File: src/rtl/alu_pkg.sv
package alu_pkg;

    typedef enum logic [3:0] {
        OP_ADD,
        OP_SUB,
        OP_AND,
        OP_OR,
        OP_XOR,
        OP_MUL,
        OP_SLL,
        OP_SRL,
        OP_SRA,
        OP_ROR,
        OP_PASSB,
        OP_DIVS,
        OP_DIVU,
        OP_NONE
    } op_e;

    typedef enum logic [1:0] {
        DV_IDLE,
        DV_RUN,
        DV_DONE
    } dv_state_e;

    // major class field, bits 31:30
    localparam logic [1:0] CLS_CTL = 2'd0;
    localparam logic [1:0] CLS_IMM = 2'd2;
    localparam logic [1:0] CLS_REG = 2'd3;

    // sub-class field, bits 29:26
    localparam logic [3:0] SUB_HIMM   = 4'd6;
    localparam logic [3:0] SUB_REGALU = 4'd8;
    localparam logic [3:0] SUB_ADDI   = 4'd5;
    localparam logic [3:0] SUB_SUBI   = 4'd7;
    localparam logic [3:0] SUB_ANDI   = 4'd8;
    localparam logic [3:0] SUB_ORI    = 4'd9;
    localparam logic [3:0] SUB_XORI   = 4'd10;
    localparam logic [3:0] SUB_MULI   = 4'd11;
    localparam logic [3:0] SUB_SHI    = 4'd13;

    // register-form function code, bits 3:0
    localparam logic [3:0] FN_ADD   = 4'd0;
    localparam logic [3:0] FN_SUB   = 4'd2;
    localparam logic [3:0] FN_AND   = 4'd3;
    localparam logic [3:0] FN_OR    = 4'd4;
    localparam logic [3:0] FN_XOR   = 4'd5;
    localparam logic [3:0] FN_MUL   = 4'd6;
    localparam logic [3:0] FN_SHIFT = 4'd8;
    localparam logic [3:0] FN_DIVS  = 4'd9;
    localparam logic [3:0] FN_DIVU  = 4'd10;

    function automatic op_e shift_kind(input logic [2:0] k);
        case (k)
            3'd0:    return OP_SLL;
            3'd1:    return OP_SRL;
            3'd2:    return OP_SRA;
            3'd4:    return OP_ROR;
            default: return OP_NONE;
        endcase
    endfunction

endpackage

File: src/rtl/alu_decode.sv
module alu_decode
    import alu_pkg::*;
#(
    parameter int DATA_W = 32
) (
    input  logic [31:0]       insn_i,
    input  logic [DATA_W-1:0] opb_i,
    output op_e               op_o,
    output logic [DATA_W-1:0] opnd_b_o
);
    logic [1:0]        cls;
    logic [3:0]        sub;
    logic [15:0]       imm;
    logic [DATA_W-1:0] imm_sx;
    logic [DATA_W-1:0] imm_zx;
    logic [DATA_W-1:0] imm_hi;
    logic [DATA_W-1:0] amt_reg;
    logic [DATA_W-1:0] amt_imm;
    logic              unused_fields;

    assign cls           = insn_i[31:30];
    assign sub           = insn_i[29:26];
    assign imm           = insn_i[15:0];
    assign unused_fields = ^insn_i[25:16];

    always_comb begin
        imm_sx       = {{(DATA_W-16){imm[15]}}, imm};
        imm_zx       = {{(DATA_W-16){1'b0}}, imm};
        imm_hi       = '0;
        imm_hi[31:0] = {imm, 16'h0000};
        amt_reg      = '0;
        amt_reg[4:0] = opb_i[4:0];
        amt_imm      = '0;
        amt_imm[4:0] = insn_i[4:0];
    end

    always_comb begin
        op_o     = OP_NONE;
        opnd_b_o = opb_i;
        unique case (cls)
            CLS_REG: begin
                if (sub == SUB_REGALU) begin
                    if (insn_i[3:0] == FN_SHIFT) begin
                        opnd_b_o = amt_reg;
                        if (insn_i[10:8] == 3'd0 && !insn_i[4])
                            op_o = shift_kind(insn_i[7:5]);
                    end else if (insn_i[10:4] == 7'd0) begin
                        case (insn_i[3:0])
                            FN_ADD:  op_o = OP_ADD;
                            FN_SUB:  op_o = OP_SUB;
                            FN_AND:  op_o = OP_AND;
                            FN_OR:   op_o = OP_OR;
                            FN_XOR:  op_o = OP_XOR;
                            FN_MUL:  op_o = OP_MUL;
                            FN_DIVS: op_o = OP_DIVS;
                            FN_DIVU: op_o = OP_DIVU;
                            default: op_o = OP_NONE;
                        endcase
                    end
                end
            end
            CLS_IMM: begin
                case (sub)
                    SUB_ADDI: begin op_o = OP_ADD; opnd_b_o = imm_sx; end
                    SUB_SUBI: begin op_o = OP_SUB; opnd_b_o = imm_sx; end
                    SUB_ANDI: begin op_o = OP_AND; opnd_b_o = imm_zx; end
                    SUB_ORI:  begin op_o = OP_OR;  opnd_b_o = imm_zx; end
                    SUB_XORI: begin op_o = OP_XOR; opnd_b_o = imm_zx; end
                    SUB_MULI: begin op_o = OP_MUL; opnd_b_o = imm_zx; end
                    SUB_SHI: begin
                        opnd_b_o = amt_imm;
                        if (insn_i[15:8] == 8'd0)
                            op_o = shift_kind(insn_i[7:5]);
                    end
                    default: op_o = OP_NONE;
                endcase
            end
            CLS_CTL: begin
                if (sub == SUB_HIMM) begin
                    op_o     = OP_PASSB;
                    opnd_b_o = imm_hi;
                end
            end
            default: op_o = OP_NONE;
        endcase
    end

endmodule

File: src/rtl/alu_logic.sv
module alu_logic
    import alu_pkg::*;
#(
    parameter int DATA_W = 32
) (
    input  op_e               op_i,
    input  logic [DATA_W-1:0] a_i,
    input  logic [DATA_W-1:0] b_i,
    output logic [DATA_W-1:0] res_o
);
    localparam int SH_W = $clog2(DATA_W);

    logic [SH_W-1:0]     amt;
    logic [2*DATA_W-1:0] doubled;
    logic [DATA_W-1:0]   product;

    assign amt     = b_i[SH_W-1:0];
    assign doubled = {a_i, a_i} >> amt;
    assign product = a_i * b_i;

    always_comb begin
        case (op_i)
            OP_ADD:   res_o = a_i + b_i;
            OP_SUB:   res_o = a_i - b_i;
            OP_AND:   res_o = a_i & b_i;
            OP_OR:    res_o = a_i | b_i;
            OP_XOR:   res_o = a_i ^ b_i;
            OP_MUL:   res_o = product;
            OP_SLL:   res_o = a_i << amt;
            OP_SRL:   res_o = a_i >> amt;
            OP_SRA:   res_o = $unsigned($signed(a_i) >>> amt);
            OP_ROR:   res_o = doubled[DATA_W-1:0];
            OP_PASSB: res_o = b_i;
            default:  res_o = '0;
        endcase
    end

endmodule

File: src/rtl/alu_divider.sv
module alu_divider
    import alu_pkg::*;
#(
    parameter int DATA_W   = 32,
    parameter bit ITER_DIV = 1'b1
) (
    input  logic              clk,
    input  logic              rst_n,
    input  logic              start_i,
    input  logic              signed_i,
    input  logic [DATA_W-1:0] dividend_i,
    input  logic [DATA_W-1:0] divisor_i,
    output logic              busy_o,
    output logic              done_o,
    output logic [DATA_W-1:0] quot_o
);
    localparam int CNT_W = $clog2(DATA_W);
    localparam logic [CNT_W-1:0] LAST = CNT_W'(DATA_W - 1);

    // magnitudes and the sign of the quotient; MIN maps to itself,
    // which is exactly its unsigned magnitude
    logic [DATA_W-1:0] mag_n;
    logic [DATA_W-1:0] mag_d;
    logic              neg_q;

    assign neg_q = signed_i & (dividend_i[DATA_W-1] ^ divisor_i[DATA_W-1]);
    assign mag_n = (signed_i && dividend_i[DATA_W-1]) ? -dividend_i : dividend_i;
    assign mag_d = (signed_i && divisor_i[DATA_W-1])  ? -divisor_i  : divisor_i;

    generate
        if (ITER_DIV) begin : g_iter
            dv_state_e         state_q;
            dv_state_e         state_d;
            logic [CNT_W-1:0]  cnt_q;
            logic [DATA_W:0]   rem_q;
            logic [DATA_W-1:0] quo_q;
            logic [DATA_W-1:0] den_q;
            logic              neg_qq;
            logic [DATA_W:0]   trial;
            logic              fits;

            assign trial = {rem_q[DATA_W-1:0], quo_q[DATA_W-1]};
            assign fits  = trial >= {1'b0, den_q};

            // state register
            always_ff @(posedge clk or negedge rst_n) begin
                if (!rst_n) state_q <= DV_IDLE;
                else        state_q <= state_d;
            end

            // transitions
            always_comb begin
                state_d = state_q;
                unique case (state_q)
                    DV_IDLE: if (start_i) state_d = DV_RUN;
                    DV_RUN:  if (cnt_q == LAST) state_d = DV_DONE;
                    DV_DONE: state_d = DV_IDLE;
                    default: state_d = DV_IDLE;
                endcase
            end

            // iteration datapath
            always_ff @(posedge clk or negedge rst_n) begin
                if (!rst_n) begin
                    cnt_q  <= '0;
                    rem_q  <= '0;
                    quo_q  <= '0;
                    den_q  <= '0;
                    neg_qq <= 1'b0;
                end else if (state_q == DV_IDLE && start_i) begin
                    cnt_q  <= '0;
                    rem_q  <= '0;
                    quo_q  <= mag_n;
                    den_q  <= mag_d;
                    neg_qq <= neg_q;
                end else if (state_q == DV_RUN) begin
                    cnt_q <= cnt_q + 1'b1;
                    rem_q <= fits ? (trial - {1'b0, den_q}) : trial;
                    quo_q <= {quo_q[DATA_W-2:0], fits};
                end
            end

            // outputs
            always_comb begin
                busy_o = (state_q != DV_IDLE);
                done_o = (state_q == DV_DONE);
                quot_o = neg_qq ? -quo_q : quo_q;
            end
        end else begin : g_comb
            logic [DATA_W-1:0] raw_q;
            logic              unused_seq;

            assign unused_seq = clk ^ rst_n ^ start_i;
            assign raw_q      = (mag_d == '0) ? '0 : (mag_n / mag_d);

            always_comb begin
                busy_o = 1'b0;
                done_o = 1'b0;
                quot_o = neg_q ? -raw_q : raw_q;
            end
        end
    endgenerate

endmodule

File: src/rtl/alu_exec.sv
module alu_exec
    import alu_pkg::*;
#(
    parameter int DATA_W   = 32,
    parameter bit ITER_DIV = 1'b1
) (
    input  logic              clk,
    input  logic              rst_n,
    input  logic              issue_i,
    input  logic [31:0]       insn_i,
    input  logic [DATA_W-1:0] opa_i,
    input  logic [DATA_W-1:0] opb_i,
    output logic              out_valid_o,
    output logic [DATA_W-1:0] result_o,
    output logic [4:0]        rd_o,
    output logic              wr_en_o,
    output logic              trap_o,
    output logic              busy_o
);
    op_e               op;
    logic [DATA_W-1:0] opnd_b;
    logic [DATA_W-1:0] logic_res;
    logic [DATA_W-1:0] div_q;
    logic              div_busy;
    logic              div_done;
    logic              is_div;
    logic              div_zero;
    logic              trap_now;
    logic              accept;
    logic              div_start;
    logic [4:0]        rd_q;

    alu_decode #(.DATA_W(DATA_W)) u_dec (
        .insn_i   (insn_i),
        .opb_i    (opb_i),
        .op_o     (op),
        .opnd_b_o (opnd_b)
    );

    alu_logic #(.DATA_W(DATA_W)) u_logic (
        .op_i  (op),
        .a_i   (opa_i),
        .b_i   (opnd_b),
        .res_o (logic_res)
    );

    assign is_div    = (op == OP_DIVS) || (op == OP_DIVU);
    assign div_zero  = is_div && (opnd_b == '0);
    assign trap_now  = (op == OP_NONE) || div_zero;
    assign accept    = issue_i && !div_busy;
    assign div_start = ITER_DIV && accept && is_div && !div_zero;

    alu_divider #(.DATA_W(DATA_W), .ITER_DIV(ITER_DIV)) u_div (
        .clk        (clk),
        .rst_n      (rst_n),
        .start_i    (div_start),
        .signed_i   (op == OP_DIVS),
        .dividend_i (opa_i),
        .divisor_i  (opnd_b),
        .busy_o     (div_busy),
        .done_o     (div_done),
        .quot_o     (div_q)
    );

    always_ff @(posedge clk or negedge rst_n) begin
        if (!rst_n)         rd_q <= '0;
        else if (div_start) rd_q <= insn_i[25:21];
    end

    always_comb begin
        out_valid_o = 1'b0;
        result_o    = '0;
        rd_o        = '0;
        wr_en_o     = 1'b0;
        trap_o      = 1'b0;
        if (div_done) begin
            out_valid_o = 1'b1;
            result_o    = div_q;
            rd_o        = rd_q;
            wr_en_o     = 1'b1;
        end else if (accept && !div_start) begin
            out_valid_o = 1'b1;
            rd_o        = insn_i[25:21];
            trap_o      = trap_now;
            wr_en_o     = !trap_now;
            if (!trap_now) result_o = is_div ? div_q : logic_res;
        end
    end

    assign busy_o = div_busy;

endmodule

File: config.mk
export PLATFORM = sky130hd
export DESIGN_NAME = alu_exec
export DESIGN_NICKNAME = d
export VERILOG_FILES = /design/src/rtl/alu_pkg.sv /design/src/rtl/alu_decode.sv /design/src/rtl/alu_logic.sv /design/src/rtl/alu_divider.sv /design/src/rtl/alu_exec.sv
export SDC_FILE = /design/constraint.sdc
export NUM_CORES = 2
export LEC_CHECK = 0
export ABC_CLOCK_PERIOD_IN_PS = 43900
export BUFFER_PORTS_ARGS = -buffer_cell sky130_fd_sc_hd__buf_2
export CAP_MARGIN = 25
export CORE_MARGIN = 1.5
export CORE_UTILIZATION = 53
export CTS_CLUSTER_DIAMETER = 80
export DETAILED_ROUTE_END_ITERATION = 10
export PLACE_DENSITY = 0.78
export RECOVER_POWER = 25
export SETUP_SLACK_MARGIN = 0.02
export SKIP_CTS_REPAIR_TIMING = 1
export SLEW_MARGIN = 30
export SYNTH_ARGS = -nofsm -noshare
export SYNTH_HDL_FRONTEND = slang
export SYNTH_SLANG_ARGS = --single-unit
File: constraint.sdc
create_clock -name clk -period 43.9 [get_ports clk]
set_input_delay 8.78 -clock clk [delete_from_list [all_inputs] [get_ports clk]]
set_output_delay 8.78 -clock clk [all_outputs]
set_load 0.01 [all_outputs]
==> impl_metrics.ini <==
[outcome]
run_status = finished, violations left
failed_checks = max-capacitance violations, max-slew violations

[floorplanning]
start_util_pct = 53.91
die_x_um = 254.2
floorplan.die_area_um2 = 64630
core_region_area_um2 = 62050
die_height_um = 254.2
placementRows = 91
num_io_pins = 140

[critical_path]
worst_r2r_endpoint = u_div.g_iter.rem_q[28]
critPathRequiredTime_ns = 35.12
critical_path.max_stage_delay_ns = 0.89
worst-r2r-setup-slack_ns = 39.86
cp_data_arrival_time_ns = 19.25
cpMostUsedCell = sky130_fd_sc_hd__fa_1
cell_with_the_largest_stage_delay_on_the_worst_path = sky130_fd_sc_hd__clkinv_1
critPathMaxFanout = 30
crit_type = in -> out
critical_path.endpoint_type = output port
worstSetupStartpoint = insn_i[1]
critPathLaunchType = input port
rr_startpoint = u_div.g_iter.quo_q[31]
reg2regPathDepth = 13
cp-endpoint = result_o[31]

[synth]
avgSynthCellArea_um2 = 7.752
synth.net_count = 5085
yosys_top_cell_by_area = sky130_fd_sc_hd__fa_1
yosys_most_used_dff = sky130_fd_sc_hd__dfrtp_1
ys_top_cells_by_count = 520 x sky130_fd_sc_hd__nor2_1, 489 x sky130_fd_sc_hd__inv_1, 430 x sky130_fd_sc_hd__nand2_1
netlist_area_before_placement_um2 = 33450
synth_most_common_cell = sky130_fd_sc_hd__nor2_1
synth_seq_area_share_pct = 8.154
ys_seq_elements = 109
syn-instance-count = 4315
netlist.area_leader.share_pct = 24.54
ys.warnings.count = 0
post_synth_edffs = 0
ys_async_sr_fraction_pct = 100.0
netlist_top_cells_area = sky130_fd_sc_hd__fa_1 25%, sky130_fd_sc_hd__ha_1 9.8%, sky130_fd_sc_hd__dfrtp_1 8.2%
ys_types = 97

[drt]
post_drt_via_cell_ratio = 6.923
routed-via-count = 35510
first_pass_iters = 8
drt_drc_violations_left = 0
antenna_violating_nets_post_route = 0
drt-total-wl_um = 169600
average_wire_per_standard_cell_um = 33.07
drt_iter0_markers = 5437

[clocking]
cts_made_buffers = 9
root_buffer = sky130_fd_sc_hd__clkbuf_16
cts_tree = built
cts.path.max_buffers = 2
cts.sink_count = 109
insertion_delay_ns = 0.37
cts.reportedPaths.clkPinSlew_ns = 0.08
htreeDepth = 3

[sta]
finClkSkew_ns = 0.005393
slew_headroom_pct = -128.0
max_freq_mhz = 35.67
postLayoutSetupSlackWorst_ns = 15.87
final.period_utilization_pct = 63.86
rsz0062_at_grt = false
finalSetupViolations = 0
final-max-slew-violation-count = 163
finalHoldViolations = 0
timing_worst_slew_pin_value_ns = 3.420
setup_tns_ns = 0
finalCriticalPeriod_ns = 28.03

[global_route]
first_pass_grt_wire_length_um = 238900
grt_use_total_pct = 52.30
first_global_vias = 34400
grt_max_degree = 95
gr-total-overflow = 0
grt_antenna_before_repair = 10

[layout]
filler_cell_count = 5687
finish.net_count = 5050
drive_gt1_share_pct = 8.380
area_delta_synth_final_pct = 5.401
final_util_pct = 56.82

[worst_hold_path]
holdCritPathClass = reg -> reg

[job]
maxCapViolCount = 3

[placement]
routabilityCongestion = 1.153
port_buffers = 134
place_worst_setup_slack_ns = 16.33
placed_wire_length_estimate_um = 130800
[layer usage]
metal	track usage [%]	share of wire (%)
met5	0	0.061
met4	42.99	10
met3	21.69	15
met2	73.30	40
met1	62.44	34
[layout by cell type, fill, tap and decap left out, types with 24 or more instances in the layout]
master and n:
sky130_fd_sc_hd__buf_4 101, sky130_fd_sc_hd__nand2_1 428, sky130_fd_sc_hd__a221oi_1 24, sky130_fd_sc_hd__o21ai_1 57
sky130_fd_sc_hd__xor2_1 38, sky130_fd_sc_hd__a21o_1 52, sky130_fd_sc_hd__ha_1 261, sky130_fd_sc_hd__xnor2_1 191
sky130_fd_sc_hd__o21ai_0 184, sky130_fd_sc_hd__buf_2 133, sky130_fd_sc_hd__a21oi_1 235, sky130_fd_sc_hd__nand2b_1 27
sky130_fd_sc_hd__inv_1 486, sky130_fd_sc_hd__dfrtp_1 109, sky130_fd_sc_hd__o22ai_1 41, sky130_fd_sc_hd__nor2_1 519
sky130_fd_sc_hd__o211ai_1 57, sky130_fd_sc_hd__a221o_1 48, sky130_fd_sc_hd__a211oi_1 53, sky130_fd_sc_hd__nand3_1 157
sky130_fd_sc_hd__a31oi_1 34, sky130_fd_sc_hd__o31ai_1 26, sky130_fd_sc_hd__and3_1 24, sky130_fd_sc_hd__o21a_1 24
sky130_fd_sc_hd__nor3_1 57, sky130_fd_sc_hd__fa_1 410
[sequential cells by signal (all words and copies together), names as in the netlist]
name and flops:
u_div.g_iter.neg_qq 1, rd_q 5, u_div.g_iter.state_q 2, u_div.g_iter.quo_q 32
u_div.g_iter.den_q 32, u_div.g_iter.cnt_q 5, u_div.g_iter.rem_q 32
[metrics by stage]
step | instances | cell area [um^2] | hold WS [ns]
6_report | 5129 | 35260 | 0.4853
5_1_grt | 5121 | 35240 | 0.5182
4_1_cts | 5121 | 35230 | 0.4889
3_5_place_dp | 5106 | 34930 | 0.4709
3_3_place_gp | 5106 | 34920 | 0.4622
2_1_floorplan | 4315 | 33450 | 0.4498
[worst min path at each step]
stage                     slack, ns                    from  depth (start not counted)                endpoint
final                          0.49  u_div.g_iter.den_q[17]                          2  u_div.g_iter.den_q[17]
after global routing           0.52  u_div.g_iter.den_q[26]                          2  u_div.g_iter.den_q[26]
after CTS                      0.49  u_div.g_iter.den_q[17]                          2  u_div.g_iter.den_q[17]
after detailed placement       0.47  u_div.g_iter.den_q[17]                          2  u_div.g_iter.den_q[17]
after global placement         0.46   u_div.g_iter.den_q[3]                          2   u_div.g_iter.den_q[3]
after floorplan                0.45  u_div.g_iter.den_q[17]                          2  u_div.g_iter.den_q[17]
[final cells by class]
cell class / count / area (um^2) / share of cell area, %
diodes: 8 / 20.02 / 0.05678
clock buffers: 9 / 225.2 / 0.6388
clock inverters: 6 / 70.07 / 0.1987
inverters: 516 / 1937 / 5.493
multi-input cells: 3407 / 27800 / 78.84
flip-flops and latches: 109 / 2728 / 7.736
well taps: 837 / 1047 / 2.970
repair buffers: 237 / 1435 / 4.070
[kinds of logic (layout without fill, tap and decap cells)]
| logic type | count (synthesis) | after routing | synth area share, % |
|---|---|---|---|
| xor+xnor | 238 | 238 | 6.602 |
| buf+inv | 799 | 768 | 9.213 |
| flops | 109 | 109 | 8.154 |
| simple gates | 1404 | 1404 | 18.83 |
| compound gates | 1047 | 1047 | 20.96 |
| fa+ha+maj | 671 | 671 | 34.30 |
| mux | 47 | 47 | 1.945 |
| other cells | 0 | 8 | 0 |
[worst max-delay path: cells and delay by family]
family / cells / cell delay [ns]
compound gates: 4 / 1.14
xor+xnor: 9 / 2.63
fa+ha+maj: 9 / 3.92
buf+inv: 8 / 2.00
simple gates: 3 / 0.74
Power is left out: the tool's default activity adds up to more than one toggle a clock period on the data nets, which glitch-free logic cannot reach.
